<file path="config.mk">
export PLATFORM = sky130hd
export DESIGN_NAME = a24_window_decoder
export DESIGN_NICKNAME = d
export VERILOG_FILES = /design/src/rtl/a24dec_pkg.sv /design/src/rtl/a24_cfg_regs.sv /design/src/rtl/a24_region_decode.sv /design/src/rtl/a24_addr_xlate.sv /design/src/rtl/a24_window_decoder.sv
export SDC_FILE = /design/constraint.sdc
export NUM_CORES = 1
export LEC_CHECK = 0
export CAP_MARGIN = 25
export CORE_MARGIN = 2
export CORE_UTILIZATION = 35
export CTS_CLUSTER_SIZE = 20
export DETAILED_ROUTE_END_ITERATION = 8
export PLACE_DENSITY = 0.7
export SETUP_SLACK_MARGIN = 0.1
export SLEW_MARGIN = 20
export SYNTH_ARGS = -nofsm -noshare
export SYNTH_HDL_FRONTEND = slang
export SYNTH_HIERARCHICAL = 1
export SYNTH_SLANG_ARGS = --single-unit
</file>
<file path="constraint.sdc">
create_clock -name clk -period 2.1 [get_ports clk]
set_clock_uncertainty 0.1 [all_clocks]
set_input_delay 0.42 -clock clk [delete_from_list [all_inputs] [get_ports clk]]
set_output_delay 0.42 -clock clk [all_outputs]
set_load 0.005 [all_outputs]
</file>
<file path="src/rtl/a24dec_pkg.sv">
package a24dec_pkg;
  typedef enum logic [1:0] {
    TGT_REGS      = 2'd0,
    TGT_DSP_FIXED = 2'd1,
    TGT_DATA      = 2'd2,
    TGT_DSP_PAGED = 2'd3
  } tgt_e;

  typedef enum logic [1:0] {
    CFG_CTRL   = 2'd0,
    CFG_OFFSET = 2'd1,
    CFG_PAGE   = 2'd2,
    CFG_NONE   = 2'd3
  } cfg_sel_e;
endpackage

</file>
<file path="src/rtl/a24_cfg_regs.sv">
module a24_cfg_regs #(
  parameter int REG_W  = 16,
  parameter int BASE_W = 4,
  parameter int PAGE_W = 8
) (
  input  logic              clk,
  input  logic              rst,
  input  logic              cfg_we,
  input  logic [1:0]        cfg_sel,
  input  logic [REG_W-1:0]  cfg_wdata,
  output logic [BASE_W-1:0] base_q,
  output logic [PAGE_W-1:0] page_q,
  output logic              win_en_q,
  output logic [REG_W-1:0]  ctrl_rd,
  output logic [REG_W-1:0]  offset_rd,
  output logic [REG_W-1:0]  pagemap_rd
);
  import a24dec_pkg::*;

  localparam int EN_BIT = REG_W - 1;
  localparam int LOW_ZERO_W = REG_W - BASE_W;

  logic unused_cfg_bits;
  assign unused_cfg_bits = ^cfg_wdata[LOW_ZERO_W-1:PAGE_W];

  always_ff @(posedge clk) begin
    if (rst) begin
      base_q   <= '0;
      page_q   <= '0;
      win_en_q <= 1'b0;
    end else if (cfg_we) begin
      case (cfg_sel_e'(cfg_sel))
        CFG_CTRL:   win_en_q <= cfg_wdata[EN_BIT];
        CFG_OFFSET: base_q   <= cfg_wdata[REG_W-1:LOW_ZERO_W];
        CFG_PAGE:   page_q   <= cfg_wdata[PAGE_W-1:0];
        default:    ;
      endcase
    end
  end

  assign ctrl_rd    = {win_en_q, {(REG_W-1){1'b0}}};
  assign offset_rd  = {base_q, {LOW_ZERO_W{1'b0}}};
  assign pagemap_rd = {{(REG_W-PAGE_W){1'b0}}, page_q};
endmodule

</file>
<file path="src/rtl/a24_region_decode.sv">
module a24_region_decode #(
  parameter int WIN_W = 20
) (
  input  logic [WIN_W-1:0] off,
  input  logic             is_long,
  input  logic             is_block,
  output logic [1:0]       tgt,
  output logic             reject
);
  import a24dec_pkg::*;

  localparam logic [WIN_W-1:0] REGS_END   = WIN_W'(20'h0003F);
  localparam logic [WIN_W-1:0] NOLONG_END = WIN_W'(20'h0000F);
  localparam logic [WIN_W-1:0] DATA_LO    = WIN_W'(20'h20000);
  localparam logic [WIN_W-1:0] DATA_HI    = WIN_W'(20'h2FFFF);
  localparam logic [WIN_W-1:0] PAGED_LO   = WIN_W'(20'h80000);

  tgt_e t;

  always_comb begin
    reject = 1'b0;
    t      = TGT_DSP_FIXED;
    if (off <= REGS_END) begin
      t = TGT_REGS;
      if (is_long && off <= NOLONG_END) reject = 1'b1;
    end else if (off >= DATA_LO && off <= DATA_HI) begin
      t = TGT_DATA;
    end else if (off >= PAGED_LO) begin
      t = TGT_DSP_PAGED;
    end
    if (is_block && t != TGT_DATA) reject = 1'b1;
  end

  assign tgt = t;
endmodule

</file>
<file path="src/rtl/a24_addr_xlate.sv">
module a24_addr_xlate #(
  parameter int WIN_W    = 20,
  parameter int DSP_AW   = 32,
  parameter int PAGE_W   = 8,
  parameter int WORD_LSB = 2
) (
  input  logic [WIN_W-1:0]  off,
  input  logic [PAGE_W-1:0] page,
  input  logic [1:0]        tgt,
  output logic              dsp_en,
  output logic [DSP_AW-1:0] dsp_addr
);
  import a24dec_pkg::*;

  localparam int LOW_W     = WIN_W - 1 - WORD_LSB;
  localparam int PAGE_LINE = LOW_W;
  localparam int DUAL_LO   = 24;
  localparam int DUAL_HI   = 30;
  localparam int TOP_LINE  = 31;

  logic unused_off_bits;
  assign unused_off_bits = ^{off[WIN_W-1], off[WORD_LSB-1:0]};

  always_comb begin
    dsp_en   = (tgt == TGT_DSP_FIXED) || (tgt == TGT_DSP_PAGED);
    dsp_addr = '0;
    if (dsp_en) dsp_addr[LOW_W-1:0] = off[LOW_W+WORD_LSB-1:WORD_LSB];
    if (tgt == TGT_DSP_PAGED) begin
      for (int i = 0; i < PAGE_W; i++) begin
        if (i < 6) begin
          dsp_addr[PAGE_LINE+i] = page[i];
        end else if (i == 6) begin
          dsp_addr[DUAL_LO] = page[i];
          dsp_addr[DUAL_HI] = page[i];
        end else begin
          dsp_addr[TOP_LINE] = page[i];
        end
      end
    end
  end
endmodule

</file>
<file path="src/rtl/a24_window_decoder.sv">
module a24_window_decoder #(
  parameter int ADDR_W   = 24,
  parameter int WIN_W    = 20,
  parameter int REG_W    = 16,
  parameter int DSP_AW   = 32,
  parameter int PAGE_W   = 8,
  parameter int IDX_W    = 6,
  parameter int WORD_LSB = 2
) (
  input  logic              clk,
  input  logic              rst,
  input  logic              cfg_we,
  input  logic [1:0]        cfg_sel,
  input  logic [REG_W-1:0]  cfg_wdata,
  output logic [REG_W-1:0]  ctrl_rd,
  output logic [REG_W-1:0]  offset_rd,
  output logic [REG_W-1:0]  pagemap_rd,
  input  logic              acc_valid,
  input  logic [ADDR_W-1:0] acc_addr,
  input  logic              acc_long,
  input  logic              acc_block,
  output logic              hit,
  output logic              bus_err,
  output logic [1:0]        tgt,
  output logic              dsp_en,
  output logic [DSP_AW-1:0] dsp_addr,
  output logic [IDX_W-1:0]  reg_idx
);
  import a24dec_pkg::*;

  localparam int BASE_W = ADDR_W - WIN_W;

  logic [BASE_W-1:0] base_q;
  logic [PAGE_W-1:0] page_q;
  logic              win_en_q;
  logic [WIN_W-1:0]  off;
  logic [1:0]        tgt_c;
  logic              reject_c;
  logic              dsp_en_c;
  logic [DSP_AW-1:0] dsp_addr_c;
  logic              match_c;
  logic              hit_c;
  logic              err_c;

  a24_cfg_regs #(.REG_W(REG_W), .BASE_W(BASE_W), .PAGE_W(PAGE_W)) u_cfg (
    .clk(clk), .rst(rst), .cfg_we(cfg_we), .cfg_sel(cfg_sel),
    .cfg_wdata(cfg_wdata), .base_q(base_q), .page_q(page_q),
    .win_en_q(win_en_q), .ctrl_rd(ctrl_rd), .offset_rd(offset_rd),
    .pagemap_rd(pagemap_rd)
  );

  assign off = acc_addr[WIN_W-1:0];

  a24_region_decode #(.WIN_W(WIN_W)) u_dec (
    .off(off), .is_long(acc_long), .is_block(acc_block),
    .tgt(tgt_c), .reject(reject_c)
  );

  a24_addr_xlate #(.WIN_W(WIN_W), .DSP_AW(DSP_AW), .PAGE_W(PAGE_W),
                   .WORD_LSB(WORD_LSB)) u_xl (
    .off(off), .page(page_q), .tgt(tgt_c),
    .dsp_en(dsp_en_c), .dsp_addr(dsp_addr_c)
  );

  assign match_c = acc_valid && (acc_addr[ADDR_W-1:WIN_W] == base_q);
  assign hit_c   = match_c && win_en_q && !reject_c;
  assign err_c   = match_c && (!win_en_q || reject_c);

  always_ff @(posedge clk) begin
    if (rst) begin
      hit      <= 1'b0;
      bus_err  <= 1'b0;
      tgt      <= '0;
      dsp_en   <= 1'b0;
      dsp_addr <= '0;
      reg_idx  <= '0;
    end else begin
      hit      <= hit_c;
      bus_err  <= err_c;
      tgt      <= hit_c ? tgt_c : 2'd0;
      dsp_en   <= hit_c && dsp_en_c;
      dsp_addr <= hit_c ? dsp_addr_c : '0;
      reg_idx  <= (hit_c && tgt_c == TGT_REGS) ? off[IDX_W-1:0] : '0;
    end
  end
endmodule

</file>
==> results of run 1 <==
-- worst max path at each step --
stage | from | to | slack, ps | cells after the start
floorplan | acc_addr[15] | dsp_addr[0] | 200 | 7
global placement | acc_addr[15] | dsp_addr[21] | -360 | 7
detailed placement | acc_addr[14] | dsp_addr[4] | -390 | 7
CTS | acc_addr[7] | dsp_addr[15] | 80 | 7
global route | acc_addr[15] | dsp_addr[15] | 90 | 7
finish | acc_addr[15] | dsp_addr[8] | 110 | 8
-- per-stage QoR --
stage	hold slack (ps)	util (%)	TNS (ps)	setup slack [ps]
global route	414	52.9	0	88.2
finish	397	52.9	0	110
detailed placement	377	47.8	-13580	-392
floorplan	358	-	0	200
global placement	377	47.8	-12710	-363
CTS	399	52.0	0	83.3
-- cell families after synthesis --
logic type | Yosys count | share of synthesized area, %
multiplexers | 13 | 5.10
XOR/XNOR | 4 | 1.67
AO/OA/AOI/OAI | 3 | 1.03
AND/OR/NAND/NOR | 115 | 27.6
other | 2 | 0.294
flip-flops | 56 | 43.9
buffers and inverters | 71 | 20.3
-- power by group --
| group | leakage, nW | internal (W) | switching, W | total [W] |
|---|---|---|---|---|
| Clock | 0.0487 | 0.000244 | 0.000358 | 0.000602 |
| Combinational | 1.13 | 0.000140 | 0.000104 | 0.000244 |
| Sequential | 0.452 | 0.00107 | 0.00000849 | 0.00108 |
| Total | 1.63 | 0.00145 | 0.000470 | 0.00192 |
-- cells in the mapped netlist, types with 2 or more instances --
master	n	share of area, %
and2_1	18	4.4
and3_1	44	11
and3b_1	2	0.69
buf_2	4	0.78
buf_4	60	18
buf_6	3	1.3
clkbuf_1	3	0.44
conb_1	2	0.29
dfxtp_1	56	44
mux2i_1	13	5.1
nand2_1	8	1.2
nand2b_1	26	6.4
nor3_1	7	1.4
nor4_1	2	0.49
xnor2_1	3	1.0
-- layout make-up --
type,instances,area (um2),area share (%)
multi-input combinational,176,1170,30.9
timing repair buffer,122,1260,33.5
inverter,1,3.75,0.0995
clock inverter,3,26.3,0.696
tap,99,124,3.28
sequential,56,1120,29.7
clock buffer,5,68.8,1.82
-- cell usage in the layout, fill, tap and decap left out, drive strengths merged, types with 2 or more instances in the layout --
cell           netlist  layout
clkdlybuf4s50        0      85
buf                 67      22
xnor2                4       4
clkinv               0       2
and3b                2       2
nand2b              26      26
clkbuf               3       5
clkdlybuf4s15        0       2
nor4                 2       2
inv                  1       2
dfxtp               56      56
and2                18      18
dlygate4sd2          0      11
conb                 2      41
and3                44      44
nand2                8       8
nor3                 8       8
mux2i               13      13
-- registers in the layout, summed over array words and instances (netlist names) --
register and flops:
reg_idx 6, u_cfg/page_q 8, u_cfg/win_en_q 1, bus_err 1, dsp_en 1, hit 1
tgt 2, u_cfg/base_q 4, dsp_addr 32
-- timing repair --
item	4_1_cts	5_1_grt
buffers inserted	8	1
cloned	3	0
pin swaps	13	6
hold buffers	0	0
resized for setup	28	13
endpoints found under the setup margin	36	36
-- routing by layer --
metal  share of wire (%)  up-vias  global-route usage (%)  routed length (um)
met5                   0        -                       0                   0
met4                 1.3        0                    4.61                  70
met3                 7.8        6                    2.86                 436
met2                  48       96                    23.7                2680
met1                  43      895                    15.9                2390
li1                    -      966                       -                   -
-- critical path, delay by kind of cell --
kind,cells,cell delay (ps)
buffers and inverters,3,510
AOI/OAI and AO/OA,1,200
and+or+nand+nor,4,960
==> metrics.cfg, run 1 <==
[run_status]
status=finished, final reports clean

[routing]
post_drt_wl_per_cell_um=12.1
drt_iter0_markers=65
routed-via-count=1963
drtPass1Iterations=4
via_per_inst=4.25
ant_nets=0
postRouteWirelength_um=5580
drc_errors=0

[synth]
synth_seq_cells=56
synth_cells=264
synth.yosys.seq_area_share_pct=43.9
synth_area_um2=2550
synth_enable_flop_cells=0
async_flop_share_pct=0
synth-warning-count=6
synth.distinct_cells=28
postSynthAreaPerCell_um2=9.67
synth_ff_type=dfxtp_1

[clocking]
clock_sinks=56
cts_root_buffer=clkbuf_8
cts.htree.levels=2
cts_buffer_depth=2
cts_tree=yes
clk_latency_ps=300
clkTransAtPathRegs_ps=100
cts_buffers=5

[worst_setup_path]
critPathLaunchType=input port
arrival_ps=2090
reg2regPathDepth=4
regToRegSetupSlack_ps=430
crit_chain=dlygate4sd2_1 -> nor4_2 -> and4_1 -> a32o_2 -> and4b_4 -> buf_12 -> buf_16 -> and3_1
endpoint_kind=register
r2r_end=dsp_addr[15]
worstPathMaxFanout=14
timing.rr.start=u_cfg/base_q[0]
slowest_delay_ps=290
required_ps=2200
critPathKind=input port to register
slowest_stage=nor4_2

[layout]
area_growth_pct=47.8
layout-drive-gt1-share_pct=14.3
diodes=0
stdcell_area_um2=3770
stdcell_count=462
fin_nets=410
fill_cells=671

[die]
die_w_um=89.4
rows=31
io-pin-count=139
dieArea_um2=7990
core_area_um2=7140
dieHeight_um=89.4
initial_core_util_pct=35.8

[pwr]
vdd_drop_max_mv=0.291
power_w=0.00192
p_leak_nw=1.63
power_per_cell_area_nw_per_um2=510

[timing]
period_minus_slack_ps=1990
setup_viol=0
rsz0062_at_grt=yes
min_period_over_period_pct=94.8
hold_viol=0
maxClockFrequency_ghz=0.502
slew_violations=0

[global_routing]
grt_max_degree=38
grt.total_usage_pct=13.3
grt_pass1_vias=1731
grt_overflow_total=0
grt_antenna_before_repair=0
grt_first_pass_wirelength_um=8270

[hold_path]
hold_class=register to register
min_path_cells=2
hold_path.startpoint=u_cfg/page_q[4]
hold_end=u_cfg/page_q[4]

[placement]
dp_hpwl_um=3900
port_buffers=99
dpl_cell_area_um2=3410
dpl.cell_count=442
gp_congestion=0.737

[job]
drv_cap=0

Power figures use the tool's default switching activity.
==> inputs of run 2 (changes only) <==
--- a/config.mk
+++ b/config.mk
@@ -11,7 +11,7 @@
 export CTS_CLUSTER_SIZE = 20
 export DETAILED_ROUTE_END_ITERATION = 8
 export PLACE_DENSITY = 0.7
-export SETUP_SLACK_MARGIN = 0.1
+export SKIP_CTS_REPAIR_TIMING = 1
 export SLEW_MARGIN = 20
 export SYNTH_ARGS = -nofsm -noshare
 export SYNTH_HDL_FRONTEND = slang
==> run 2 against run 1 <==
Setup slack worse by 89 ps; combinational power shrank 3%; global-route usage down 1.3 points; critical endpoint is now dsp_addr[13]; largest cell class unchanged; flip-flop and latch count did not move.
==> metrics.cfg, run 2 (synthesis gave the netlist of run 1 again) <==
[run_status]
status=finished, final reports clean

[clocking]
clk_latency_ps=300
cts_tree=yes
clkTransAtPathRegs_ps=100
cts.htree.levels=2
cts_buffer_depth=2
cts_root_buffer=clkbuf_8
cts_buffers=5
clock_sinks=56

[routing]
routed-via-count=1903
drtPass1Iterations=4
drc_errors=0
drt_iter0_markers=68
postRouteWirelength_um=5620
ant_nets=0
post_drt_wl_per_cell_um=12.3
via_per_inst=4.17

[pwr]
p_leak_nw=1.66
vdd_drop_max_mv=0.292
power_per_cell_area_nw_per_um2=525

[die]
core_area_um2=7140
initial_core_util_pct=35.8
io-pin-count=139
dieHeight_um=89.4
rows=31
dieArea_um2=7990
die_w_um=89.4

[global_routing]
grt_antenna_before_repair=0
use_met3_pct=2.95
grt_max_degree=38
top_usage_layer=met2
met1_usage_pct=14.1
grt_pass1_vias=1610
grt.total_usage_pct=12.1
grt.met2_usage_pct=21.3
grt_overflow_total=0
grt_first_pass_wirelength_um=7490

[layout]
multi_input_area_um2=1090
diodes=0
area_growth_pct=43.1
largest_register=dsp_addr
regArea_um2=1120
final_common_cell=clkdlybuf4s50_1
fill_cells=684
top_regs=dsp_addr: 32 flops, u_cfg/page_q: 8 flops, reg_idx: 6 flops
largest_reg_flops=32
fin_nets=404
layout-drive-gt1-share_pct=9.52
mostFrequentLayoutCells=clkdlybuf4s50_1 (88), dfxtp_1 (56), and3_1 (44)

[timing]
hold_viol=0
hold_ws_ps=397
slew_violations=0
setup_viol=0
maxClockFrequency_ghz=0.481
period_minus_slack_ps=2080
min_period_over_period_pct=99.0
setup-tns-final_ps=0

[hold_path]
hold_class=register to register

[worst_setup_path]
critPathLaunchType=input port
regToRegSetupSlack_ps=570
slowest_stage=clkdlybuf4s50_1
required_ps=2250
worstPathMaxFanout=6
endpoint_kind=register
slowest_delay_ps=510
critPathKind=input port to register
arrival_ps=2220
crit_chain=clkdlybuf4s50_1 -> nor3_2 -> and4_1 -> a32o_2 -> and4b_4 -> clkbuf_16 -> and3_1

[job]
drv_cap=0

[placement]
gp_congestion=0.737
dp_hpwl_um=3900
port_buffers=99

run 2: cell types whose count changed in the layout (fill, tap and decap cells not counted), sizes merged:
cell           previous run  this run
clkbuf                    5         7
dlygate4sd2              11         0
clkdlybuf4s15             2         0
buf                      22        15
clkdlybuf4s50            85        88
dlymetal6s2s              1        11
bufbuf                    1         0
run 2: area by class of cell:
class / instances / share of cell area, %
Timing Repair Buffer: 116 / 33.3
Inverter: 1 / 0.103
Sequential cell: 56 / 30.7
Tap cell: 99 / 3.39
Multi-Input combinational cell: 176 / 29.9
Clock inverter: 3 / 0.719
Clock buffer: 5 / 1.88
run 2: where the power goes:
part           switching [W]  leakage [nW]  internal (W)
Combinational      0.0000959          1.16      0.000140
Sequential        0.00000852         0.452       0.00107
Clock               0.000359        0.0487      0.000244
run 2: final timing paths:
kind	from	endpoint	cells after the start
worst max-delay path	acc_addr[18]	dsp_addr[13]	7
worst min-delay path	u_cfg/page_q[4]	u_cfg/page_q[4]	2
worst max register to register	u_cfg/base_q[0]	dsp_addr[13]	4
worst min register to register	u_cfg/page_q[4]	u_cfg/page_q[4]	2
run 2: through the flow:
stage	std cells	cell area (um2)	total power [W]	setup WS (ps)	util, %
floorplan	303	2700	0.00127	200	-
global placement	442	3410	0.00133	-363	47.8
detailed placement	442	3410	0.00134	-392	47.8
CTS	450	3500	0.00194	-68.3	49.1
global route	456	3650	0.00201	-3.73	51.2
finish	456	3650	0.00192	20.8	51.2
run 2: critical path: cells and delay by family:
family / cells / cell delay, ps
compound gates: 1 / 270
buf+inv: 2 / 690
simple gates: 4 / 850
run 2: layer usage:
metal / up-vias / part of all wire [%] / wire length [um]
met5: - / 0 / 0
met4: 0 / 1.8 / 102
met1: 842 / 43 / 2420
li1: 954 / - / -
met3: 8 / 8.3 / 464
met2: 99 / 47 / 2640
==> inputs of run 3 (changes only) <==
--- a/config.mk
+++ b/config.mk
@@ -5,7 +5,7 @@
 export SDC_FILE = /design/constraint.sdc
 export NUM_CORES = 1
 export LEC_CHECK = 0
-export CAP_MARGIN = 25
+export CAP_MARGIN = 10
 export CORE_MARGIN = 2
 export CORE_UTILIZATION = 35
 export CTS_CLUSTER_SIZE = 20
==> results of run 3 <==
No change in the layout: final DEF, timing and power equal those of run 2.
